--- config.mk ---
export PLATFORM = sky130hd
export DESIGN_NAME = rxdp_sink
export DESIGN_NICKNAME = d
export VERILOG_FILES = /design/src/rtl/rxdp_pkg.sv /design/src/rtl/rxdp_bar_dec.sv /design/src/rtl/rxdp_phase_trk.sv /design/src/rtl/rxdp_np_gate.sv /design/src/rtl/rxdp_sink.sv
export SDC_FILE = /design/constraint.sdc
export NUM_CORES = 1
export LEC_CHECK = 0
export BUFFER_PORTS_ARGS = -buffer_cell sky130_fd_sc_hd__buf_4
export CAP_MARGIN = 15
export CORE_AREA = 2 2 164 166
export CTS_CLUSTER_SIZE = 16
export DETAILED_ROUTE_END_ITERATION = 6
export DIE_AREA = 0 0 166 168
export SLEW_MARGIN = 15
export SYNTH_ARGS = -nofsm -noshare
export SYNTH_HDL_FRONTEND = slang
export SYNTH_SLANG_ARGS = --single-unit
--- constraint.sdc ---
create_clock -name clk -period 2.6 [get_ports clk]
set_input_delay 0.13 -clock clk [delete_from_list [all_inputs] [get_ports clk]]
set_output_delay 0.13 -clock clk [all_outputs]
set_load 0.02 [all_outputs]
--- src/rtl/rxdp_pkg.sv ---
package rxdp_pkg;
   localparam int BAR_FLD_W = 8;
   localparam int BAR_SLOTS = 7;
   localparam logic [2:0] NO_HIT_IDX = 3'd7;

   typedef logic [2:0] bar_idx_t;

   typedef enum logic {
      PH_IDLE = 1'b0,
      PH_OPEN = 1'b1
   } phase_e;
endpackage

--- src/rtl/rxdp_bar_dec.sv ---
module rxdp_bar_dec
   import rxdp_pkg::*;
(
   input  logic [BAR_FLD_W-1:0] fld_i,
   output bar_idx_t             idx_o,
   output logic                 hit_o,
   output logic                 bad_o
);
   logic [BAR_SLOTS-1:0] low_hot;

   for (genvar g = 0; g < BAR_SLOTS; g++) begin : g_slot
      if (g == 0) begin : g_first
         assign low_hot[g] = fld_i[g];
      end else begin : g_rest
         assign low_hot[g] = fld_i[g] & ~(|fld_i[g-1:0]);
      end
   end

   always_comb begin
      idx_o = NO_HIT_IDX;
      for (int s = 0; s < BAR_SLOTS; s++) begin
         if (low_hot[s]) idx_o = bar_idx_t'(s);
      end
   end

   assign hit_o = |fld_i[BAR_SLOTS-1:0];
   assign bad_o = ($countones(fld_i[BAR_SLOTS-1:0]) > 1) | fld_i[BAR_FLD_W-1];
endmodule

--- src/rtl/rxdp_phase_trk.sv ---
module rxdp_phase_trk
   import rxdp_pkg::*;
#(
   parameter int DATA_W  = 64,
   parameter bit OUT_REG = 1'b1
) (
   input  logic              clk,
   input  logic              rst_n,
   input  logic              req_i,
   input  logic              dfr_i,
   input  logic              dv_i,
   input  logic [DATA_W-1:0] data_i,
   output logic              st_valid_o,
   output logic [DATA_W-1:0] st_data_o,
   output logic              st_first_o,
   output logic              st_last_o,
   output logic              err_orphan_o,
   output logic              err_overlap_o
);
   phase_e ph_q, ph_d;
   logic   seen_q, seen_d;
   logic   beat, fin, first, orphan, overlap;

   assign beat    = dv_i & (dfr_i | (ph_q == PH_OPEN));
   assign fin     = beat & ~dfr_i;
   assign first   = beat & ~seen_q;
   assign orphan  = dv_i & ~dfr_i & (ph_q == PH_IDLE);
   assign overlap = req_i & (ph_q == PH_OPEN) & ~fin;

   always_comb begin
      ph_d   = ph_q;
      seen_d = seen_q;
      if (dfr_i)      ph_d = PH_OPEN;
      else if (fin)   ph_d = PH_IDLE;
      if (fin)        seen_d = 1'b0;
      else if (beat)  seen_d = 1'b1;
   end

   always_ff @(posedge clk) begin
      if (!rst_n) begin
         ph_q          <= PH_IDLE;
         seen_q        <= 1'b0;
         err_orphan_o  <= 1'b0;
         err_overlap_o <= 1'b0;
      end else begin
         ph_q          <= ph_d;
         seen_q        <= seen_d;
         err_orphan_o  <= orphan;
         err_overlap_o <= overlap;
      end
   end

   if (OUT_REG) begin : g_reg_out
      always_ff @(posedge clk) begin
         if (!rst_n) begin
            st_valid_o <= 1'b0;
            st_first_o <= 1'b0;
            st_last_o  <= 1'b0;
            st_data_o  <= '0;
         end else begin
            st_valid_o <= beat;
            st_first_o <= first;
            st_last_o  <= fin;
            if (beat) st_data_o <= data_i;
         end
      end
   end else begin : g_comb_out
      assign st_valid_o = beat;
      assign st_first_o = first;
      assign st_last_o  = fin;
      assign st_data_o  = data_i;
   end
endmodule

--- src/rtl/rxdp_np_gate.sv ---
module rxdp_np_gate #(
   parameter int NP_DEPTH = 4
) (
   input  logic clk,
   input  logic rst_n,
   input  logic req_i,
   input  logic req_np_i,
   input  logic np_pop_i,
   output logic accept_o,
   output logic retry_o,
   output logic mask_o
);
   localparam int CNT_W = $clog2(NP_DEPTH + 1);
   localparam logic [CNT_W-1:0] FULL_LVL = CNT_W'(NP_DEPTH);

   logic [CNT_W-1:0] cnt_q;
   logic             full, push, pop;

   assign full     = (cnt_q == FULL_LVL);
   assign accept_o = req_i & ~(req_np_i & full);
   assign push     = accept_o & req_np_i;
   assign pop      = np_pop_i & (cnt_q != '0);

   always_ff @(posedge clk) begin
      if (!rst_n) cnt_q <= '0;
      else if (push & ~pop) cnt_q <= cnt_q + 1'b1;
      else if (pop & ~push) cnt_q <= cnt_q - 1'b1;
   end

   assign retry_o = full;
   assign mask_o  = full;
endmodule

--- src/rtl/rxdp_sink.sv ---
module rxdp_sink
   import rxdp_pkg::*;
#(
   parameter int DESC_W   = 136,
   parameter int DATA_W   = 64,
   parameter int NP_DEPTH = 4,
   parameter bit OUT_REG  = 1'b1
) (
   input  logic              clk,
   input  logic              rst_n,
   input  logic              req_i,
   input  logic              req_np_i,
   input  logic [DESC_W-1:0] desc_i,
   input  logic              dfr_i,
   input  logic              dv_i,
   input  logic [DATA_W-1:0] data_i,
   input  logic              np_pop_i,
   output logic              desc_vld_o,
   output logic [DESC_W-1:0] desc_o,
   output logic [2:0]        bar_idx_o,
   output logic              bar_hit_o,
   output logic              err_bar_o,
   output logic              st_valid_o,
   output logic [DATA_W-1:0] st_data_o,
   output logic              st_first_o,
   output logic              st_last_o,
   output logic              err_orphan_o,
   output logic              err_overlap_o,
   output logic              retry_o,
   output logic              mask_o
);
   localparam int BAR_LSB = DESC_W - BAR_FLD_W;

   if (DESC_W < 2 * BAR_FLD_W) begin : g_chk_desc
      $error("rxdp_sink: DESC_W too small for the region field");
   end
   if (DATA_W < 1) begin : g_chk_data
      $error("rxdp_sink: DATA_W must be positive");
   end
   if (NP_DEPTH < 1) begin : g_chk_depth
      $error("rxdp_sink: NP_DEPTH must be at least 1");
   end

   logic     accept, hit, bad;
   bar_idx_t idx;

   rxdp_np_gate #(.NP_DEPTH(NP_DEPTH)) u_gate (
      .clk      (clk),
      .rst_n    (rst_n),
      .req_i    (req_i),
      .req_np_i (req_np_i),
      .np_pop_i (np_pop_i),
      .accept_o (accept),
      .retry_o  (retry_o),
      .mask_o   (mask_o)
   );

   rxdp_bar_dec u_dec (
      .fld_i (desc_i[DESC_W-1:BAR_LSB]),
      .idx_o (idx),
      .hit_o (hit),
      .bad_o (bad)
   );

   always_ff @(posedge clk) begin
      if (!rst_n) begin
         desc_vld_o <= 1'b0;
         desc_o     <= '0;
         bar_idx_o  <= '0;
         bar_hit_o  <= 1'b0;
         err_bar_o  <= 1'b0;
      end else begin
         desc_vld_o <= accept;
         err_bar_o  <= accept & bad;
         if (accept) begin
            desc_o    <= desc_i;
            bar_idx_o <= idx;
            bar_hit_o <= hit;
         end
      end
   end

   rxdp_phase_trk #(.DATA_W(DATA_W), .OUT_REG(OUT_REG)) u_trk (
      .clk           (clk),
      .rst_n         (rst_n),
      .req_i         (req_i),
      .dfr_i         (dfr_i),
      .dv_i          (dv_i),
      .data_i        (data_i),
      .st_valid_o    (st_valid_o),
      .st_data_o     (st_data_o),
      .st_first_o    (st_first_o),
      .st_last_o     (st_last_o),
      .err_orphan_o  (err_orphan_o),
      .err_overlap_o (err_overlap_o)
   );
endmodule

==> flow_summary_export.csv, run 1 <==
group,metric,value,unit
global_routing,grt_max_degree,144,
critical_path,cp_cell_sequence,"dlygate4sd3_1, buf_4, inv_1, ha_1, inv_1, fa_1, inv_1, ha_1, fa_1, nor2b_1, a31oi_1, o31a_1",
global_routing,antenna_found_initial,0,
cells_and_area,diodes,0,
sta,worst_slew_pin_slew,667.2,ps
cells_and_area,finalNetCount,1786,
yosys,ys_top_cells_by_area,"dfxtp_1 (52%), nand2_1 (18%), a21boi_1 (11%)",
placed_design,dp_hpwl,18760,µm
clock_network,cts_resized,0,
placed_design,pre_cts_slack,318.8,ps
sta,fin_crit_sh,88.02,%
die,die_w,166,µm
detailed_routing,wl,28630,µm
cells_and_area,multi_input_area,3592,µm²
critical_path,cp_max_fo,6,
sta,setup_ws,311.5,ps
clock_network,cts_tree,"yes",
global_routing,grt_overflow,0,
detailed_routing,wl_met3,2604,µm
clock_network,postCtsSetupBuffers,0,
critical_path,crit_buf_inv,5,
clock_network,cts-root-buf,"clkbuf_16",
clock_network,clk_pin_slew,60,ps
yosys,ys_types,36,
critical_path,crit_family,"adder cells",
power,power_density,641.9,nW/µm²
detailed_routing,wl_met2,13350,µm
sta,maxSlewHeadroom,55.52,%
critical_path,r2r_slack,390,ps
yosys,syn-num-nets,1194,
yosys,seq_area_frac_synth,51.63,%
die,start_util,31.79,%
global_routing,grt_pass1_wl,44770,µm
sta,clock_skew,19.55,ps
critical_path,crit_required,3020,ps
clock_network,cts_made_buffers,25,
power,ir_worst_vdd,537.7,µV
yosys,yosysTopAreaCellShare,51.63,%
sta,finalSetupTns,0,ps
yosys,post-synth-top-area-cell,"dfxtp_1",
critical_path,worstRegToRegCells,9,
critical_path,worstSetupPathType,"in -> reg",
placed_design,gp_congestion,0.7420,
die,io_pins,420,
critical_path,endpoint,"err_bar_o",
global_routing,grt_pass1_vias,8577,
critical_path,startpoint,"desc_i[133]",
clock_network,htree_levels,1,
critical_path,cp_common_cell,"inv_1",
global_routing,track_usage,19.35,%
clock_network,clk_latency,530,ps
cells_and_area,seqCellArea,4324,µm²
sta,maxSlewViolCount,0,
detailed_routing,drt-initial-drc-count,490,
min_path,worstHoldPathType,"in -> reg",
die,dieArea,27890,µm²
detailed_routing,routedWlPerCell,14.90,µm
critical_path,cp.arrival,2700,ps
cells_and_area,syn_to_final_growth,74.08,%
yosys,synth_cells,972,
yosys,yosys_warnings,0,
cells_and_area,nFillCells,2350,
power,leakagePower,6.608,nW
die,row_count,60,
clock_network,cts_max_path_buffers,3,
sta,setup_viol,0,
critical_path,worstSetupPathDepth,12,
critical_path,timing.rr.start,"u_gate.cnt_q[0]",
sta,hold_viol_final,0,
cells_and_area,drive_above_1_share,30.11,%
detailed_routing,met1_length,11640,µm
critical_path,critPathCaptureType,"register",
critical_path,start_kind,"input port",
die,die_y,168,µm
die,core_area,26350,µm²
detailed_routing,highest_layer,"met4",
yosys,syn_avg_cell_area,8.617,µm²
placed_design,numPortBuffers,419,
yosys,ys_ff_latch,216,
sta,clock.fmax,0.4370,GHz
clock_network,cts_num_sinks,216,
critical_path,slowest_delay,530,ps
yosys,syn_area,8376,µm²
sta,rsz0062_at_grt,"false",
detailed_routing,viasPerCell,4.475,
detailed_routing,vias,8600,
detailed_routing,drcViolationCount,0,
detailed_routing,first_pass_iters,4,
critical_path,slowest_stage,"dlygate4sd3_1",
sta,finalCriticalPeriod,2288,ps
detailed_routing,postRouteAntennaNets,0,
job,cap_violations,0,
status,status,"complete, no violations",
critical_path,worstReg2RegEnd,"u_gate.cnt_q[2]",
[cell families after synthesis]
group | synth area share [%]
flip-flops | 51.63
AND/OR/NAND/NOR | 19.88
multiplexers | 0.1195
AO/OA/AOI/OAI | 19.76
adder cells (fa/ha/maj) | 2.599
XOR/XNOR | 0.2092
buffers and inverters | 5.796
[timing repair]
item                                    in CTS  in global routing
endpoints found under the setup margin       0                  0
endpoints found under the hold margin      210                  0
hold buffers                               204                  0
[report_power, final]
group	switching (W)	internal, W	leakage (nW)	total (W)
combinational	0.00107	0.00102	4.42	0.00208
sequential	0.000161	0.00360	1.78	0.00376
clock	0.00139	0.00213	0.407	0.00352
total	0.00262	0.00674	6.61	0.00936
[layout by cell type (no fill, tap or decap), types with 5 or more instances in the layout]
cell,instances
buf_4,424
nand2_1,406
dfxtp_1,216
dlygate4sd3_1,204
a21boi_1,125
a21boi_0,76
clkbuf_16,25
inv_1,17
ha_1,11
o21ai_0,7
clkbuf_8,6
buf_12,6
nor2b_1,5
clkinv_2,5
[cells in the mapped netlist]
| master | instances |
|---|---|
| fa_1 | 4 |
| a21oi_1 | 1 |
| nand2b_1 | 1 |
| a21boi_0 | 76 |
| o31ai_1 | 1 |
| or3_1 | 1 |
| a31oi_1 | 4 |
| nor3b_2 | 1 |
| o211ai_1 | 1 |
| dfxtp_1 | 216 |
| o31a_1 | 1 |
| mux2i_1 | 1 |
| a22oi_1 | 1 |
| and2_1 | 4 |
| buf_4 | 7 |
| nor3_1 | 1 |
| buf_6 | 15 |
| o21a_1 | 2 |
| buf_2 | 19 |
| a21boi_1 | 126 |
| xnor2_1 | 1 |
| and4_1 | 1 |
| xor2_1 | 1 |
| a21bo_2 | 1 |
| a32oi_1 | 1 |
| nand4_1 | 1 |
| nor2b_1 | 5 |
| nor3b_1 | 2 |
| ha_1 | 11 |
| clkbuf_1 | 28 |
| nor2_1 | 4 |
| inv_1 | 17 |
| nand2_1 | 406 |
| o21ai_2 | 1 |
| o21ai_0 | 7 |
| nand3_1 | 2 |
[layer usage]
metal | up-vias | global-route usage, %
li1 | 4306 | -
met1 | 3909 | 22.74
met2 | 327 | 33.21
met3 | 58 | 5.830
met4 | 0 | 7.524
met5 | - | 0
[sequential cells by signal (all words and copies together), names as in the netlist]
name / flops
bar_hit_o: 1
bar_idx_o: 3
desc_o: 136
desc_vld_o: 1
err_bar_o: 1
u_gate.cnt_q: 3
u_trk.err_orphan_o: 1
u_trk.err_overlap_o: 1
u_trk.ph_q: 1
u_trk.seen_q: 1
u_trk.st_data_o: 64
u_trk.st_first_o: 1
u_trk.st_last_o: 1
u_trk.st_valid_o: 1
[metrics by stage]
step,total power (W),hold WS [ps],std cells,utilization (%),instance area [µm²]
after floorplan,0.004804,253.8,972,-,8376
after global routing,0.009787,81.77,1922,55.33,14580
after global placement,0.005638,375.7,1674,44.44,11710
final,0.009359,76.24,1922,55.33,14580
after CTS,0.009478,54.15,1922,55.33,14580
after detailed placement,0.005663,385.0,1674,44.44,11710
[how the worst min path moves through the flow]
stage / from / end / slack [ps] / depth (start not counted)
after global placement: desc_i[100] / desc_o[100] / 380 / 3
after global routing: rst_n / desc_o[12] / 80 / 2
after CTS: rst_n / desc_o[10] / 50 / 2
after detailed placement: desc_i[17] / desc_o[17] / 390 / 3
final: rst_n / desc_o[12] / 80 / 2
after floorplan: dfr_i / u_trk.ph_q / 250 / 1
[layout make-up]
cell class / count / area share (%)
repair buffers: 634 / 36.66
flip-flops and latches: 216 / 29.66
multi-input cells: 670 / 24.64
clock buffers: 34 / 4.934
well taps: 341 / 2.926
clock inverters: 10 / 0.7466
inverters: 17 / 0.4377
Note: power is estimated with default switching activity, not from simulation.
==> run 2: changes to the inputs <==
--- a/config.mk
+++ b/config.mk
@@ -7,10 +7,10 @@
 export LEC_CHECK = 0
 export BUFFER_PORTS_ARGS = -buffer_cell sky130_fd_sc_hd__buf_4
 export CAP_MARGIN = 15
-export CORE_AREA = 2 2 164 166
+export CORE_AREA = 2 2 165 167
 export CTS_CLUSTER_SIZE = 16
 export DETAILED_ROUTE_END_ITERATION = 6
-export DIE_AREA = 0 0 166 168
+export DIE_AREA = 0 0 167 169
 export SLEW_MARGIN = 15
 export SYNTH_ARGS = -nofsm -noshare
 export SYNTH_HDL_FRONTEND = slang
==> constraint.sdc (replaced) <==
create_clock -name clk -period 2.31 [get_ports clk]
set_input_delay 0.1155 -clock clk [delete_from_list [all_inputs] [get_ports clk]]
set_output_delay 0.1155 -clock clk [all_outputs]
set_load 0.02 [all_outputs]
==> run 2 against run 1 <==
Clock-buffer cell count grew 6. Hold slack lost 52 ps. Sequential share of layout area is essentially flat. Clock skew shrank 5.3 ps. Sequential power grew 13%. Flip-flop and latch count is the same. Critical path depth is the same. Largest cell class unchanged. Largest power group unchanged.
==> flow_summary_export.csv, run 2 (synthesis results as in run 1) <==
group,metric,value,unit
detailed_routing,viasPerCell,4.488,
power,seqPwrFrac,40.3,%
placed_design,place_area,11750,µm²
critical_path,cp_max_fo,2,
detailed_routing,drt-initial-drc-count,336,
detailed_routing,postRouteAntennaNets,0,
sta,clock_skew,14.27,ps
critical_path,worstSetupPathType,"in -> reg",
sta,finalCriticalPeriod,2181,ps
min_path,worstHoldPathType,"in -> reg",
cells_and_area,layout_common_cells,"buf_4 (427), nand2_1 (406), dfxtp_1 (214)",
clock_network,cts-root-buf,"clkbuf_16",
die,dieArea,28220,µm²
clock_network,cts_made_buffers,26,
power,ir_worst_vdd,518.8,µV
cells_and_area,finalNetCount,1789,
clock_network,postCtsSetupBuffers,0,
critical_path,start_kind,"input port",
cells_and_area,mostFrequentLayoutCell,"buf_4",
critical_path,critPathCaptureType,"register",
critical_path,crit_required,2730,ps
clock_network,htree_levels,1,
sta,rsz0062_at_grt,"false",
power,swShare,28.32,%
global_routing,grt_overflow,0,
global_routing,antenna_found_initial,0,
cells_and_area,drive_above_1_share,30.47,%
cells_and_area,fin_area,14610,µm²
detailed_routing,first_pass_iters,5,
cells_and_area,largest_reg_flops,136,
clock_network,clk_pin_slew,60,ps
sta,maxSlewViolCount,0,
die,core_area,26500,µm²
power,pwr-share-comb,22.5,%
clock_network,cts_tree,"yes",
die,io_pins,420,
global_routing,track_usage,19.15,%
sta,setup_viol,0,
power,p_int,0.007524,W
cells_and_area,diodes,0,
clock_network,cts_max_path_buffers,3,
detailed_routing,vias,8643,
die,start_util,31.61,%
sta,worst_slew_pin_slew,644.1,ps
global_routing,grt_pass1_vias,8605,
cells_and_area,syn_to_final_growth,74.38,%
sta,hold_viol_final,0,
sta,fin_crit_sh,94.40,%
sta,finalSetupTns,0,ps
die,die_y,169,µm
job,cap_violations,0,
detailed_routing,routedWlPerCell,14.93,µm
clock_network,clk_latency,530,ps
placed_design,numPortBuffers,419,
placed_design,gp_congestion,0.7863,
detailed_routing,drcViolationCount,0,
power,netSwitchingPower,0.002973,W
die,row_count,60,
critical_path,cp.arrival,2600,ps
cells_and_area,top_regs,"desc_o: 136 flops, u_trk.st_data_o: 64 flops",
power,leakagePower,6.621,nW
global_routing,grt_max_degree,144,
global_routing,grt_pass1_wl,44590,µm
cells_and_area,largest-register,"desc_o",
detailed_routing,wl,28750,µm
sta,clock.fmax,0.4586,GHz
sta,maxSlewHeadroom,57.06,%
clock_network,cts_num_sinks,216,
die,die_w,167,µm
power,power_density,718.7,nW/µm²
status,status,"complete, no violations",
power,p_clk_share,37.1,%
placed_design,dp_hpwl,18430,µm
-- run 2: stage by stage --
stage	hold WS [ps]	instances	worst slack, ps	utilization (%)	total power (W)
after global placement	360.4	1677	113.0	44.32	0.006354
after floorplan	239.3	972	7.103	-	0.005423
after CTS	1.601	1926	107.2	55.10	0.01065
final	24.58	1926	129.3	55.11	0.01050
after detailed placement	370.9	1677	89.82	44.32	0.006389
after global routing	17.43	1926	36.27	55.11	0.01099
-- run 2: what timing repair did --
item	4_1_cts	5_1_grt
setup endpoints to repair	0	1
hold buffers	203	0
gates resized for setup	0	1
hold endpoints to repair	209	0
-- run 2: power groups by stage --
stage / combinational (W) / clock [W] / sequential [W]
after floorplan: 0.000758 / 0 / 0.00466
after global placement: 0.00206 / 0 / 0.00430
after detailed placement: 0.00208 / 0 / 0.00431
after CTS: 0.00237 / 0.00405 / 0.00423
after global routing: 0.00256 / 0.00416 / 0.00427
final: 0.00237 / 0.00390 / 0.00423
-- run 2: worst paths after layout --
check	start	end	slack, ps	cells after the start
hold / removal	rst_n	desc_o[14]	20	2
setup / recovery	desc_i[132]	err_bar_o	130	12
hold reg to reg	u_trk.seen_q	u_trk.st_first_o	430	1
setup reg to reg	u_gate.cnt_q[2]	u_gate.cnt_q[2]	220	9
-- run 2: routing by layer --
metal,global-route usage [%],vias to the layer above,routed length [µm]
li1,-,4307,-
met1,22.03,3953,11500
met2,33.19,333,13720
met3,6.430,50,2650
met4,6.859,0,886
met5,0,-,0
-- run 2: area by class of cell --
type	count	area (µm²)
fillers	2339	11900
inverters	17	63.81
flip-flops and latches	216	4327
well taps	341	426.7
repair buffers	636	5358
clock inverters	6	41.29
multi-input cells	670	3606
clock buffers	40	783.3
-- run 2: worst max-delay path, cell delays in order --
cell and delay (ps):
dlygate4sd3_1 520, buf_4 110, inv_1 40, ha_1 260, inv_1 50, fa_1 500
inv_1 40, ha_1 210, fa_2 340, nor2b_1 120, a31oi_1 50, o31a_1 230
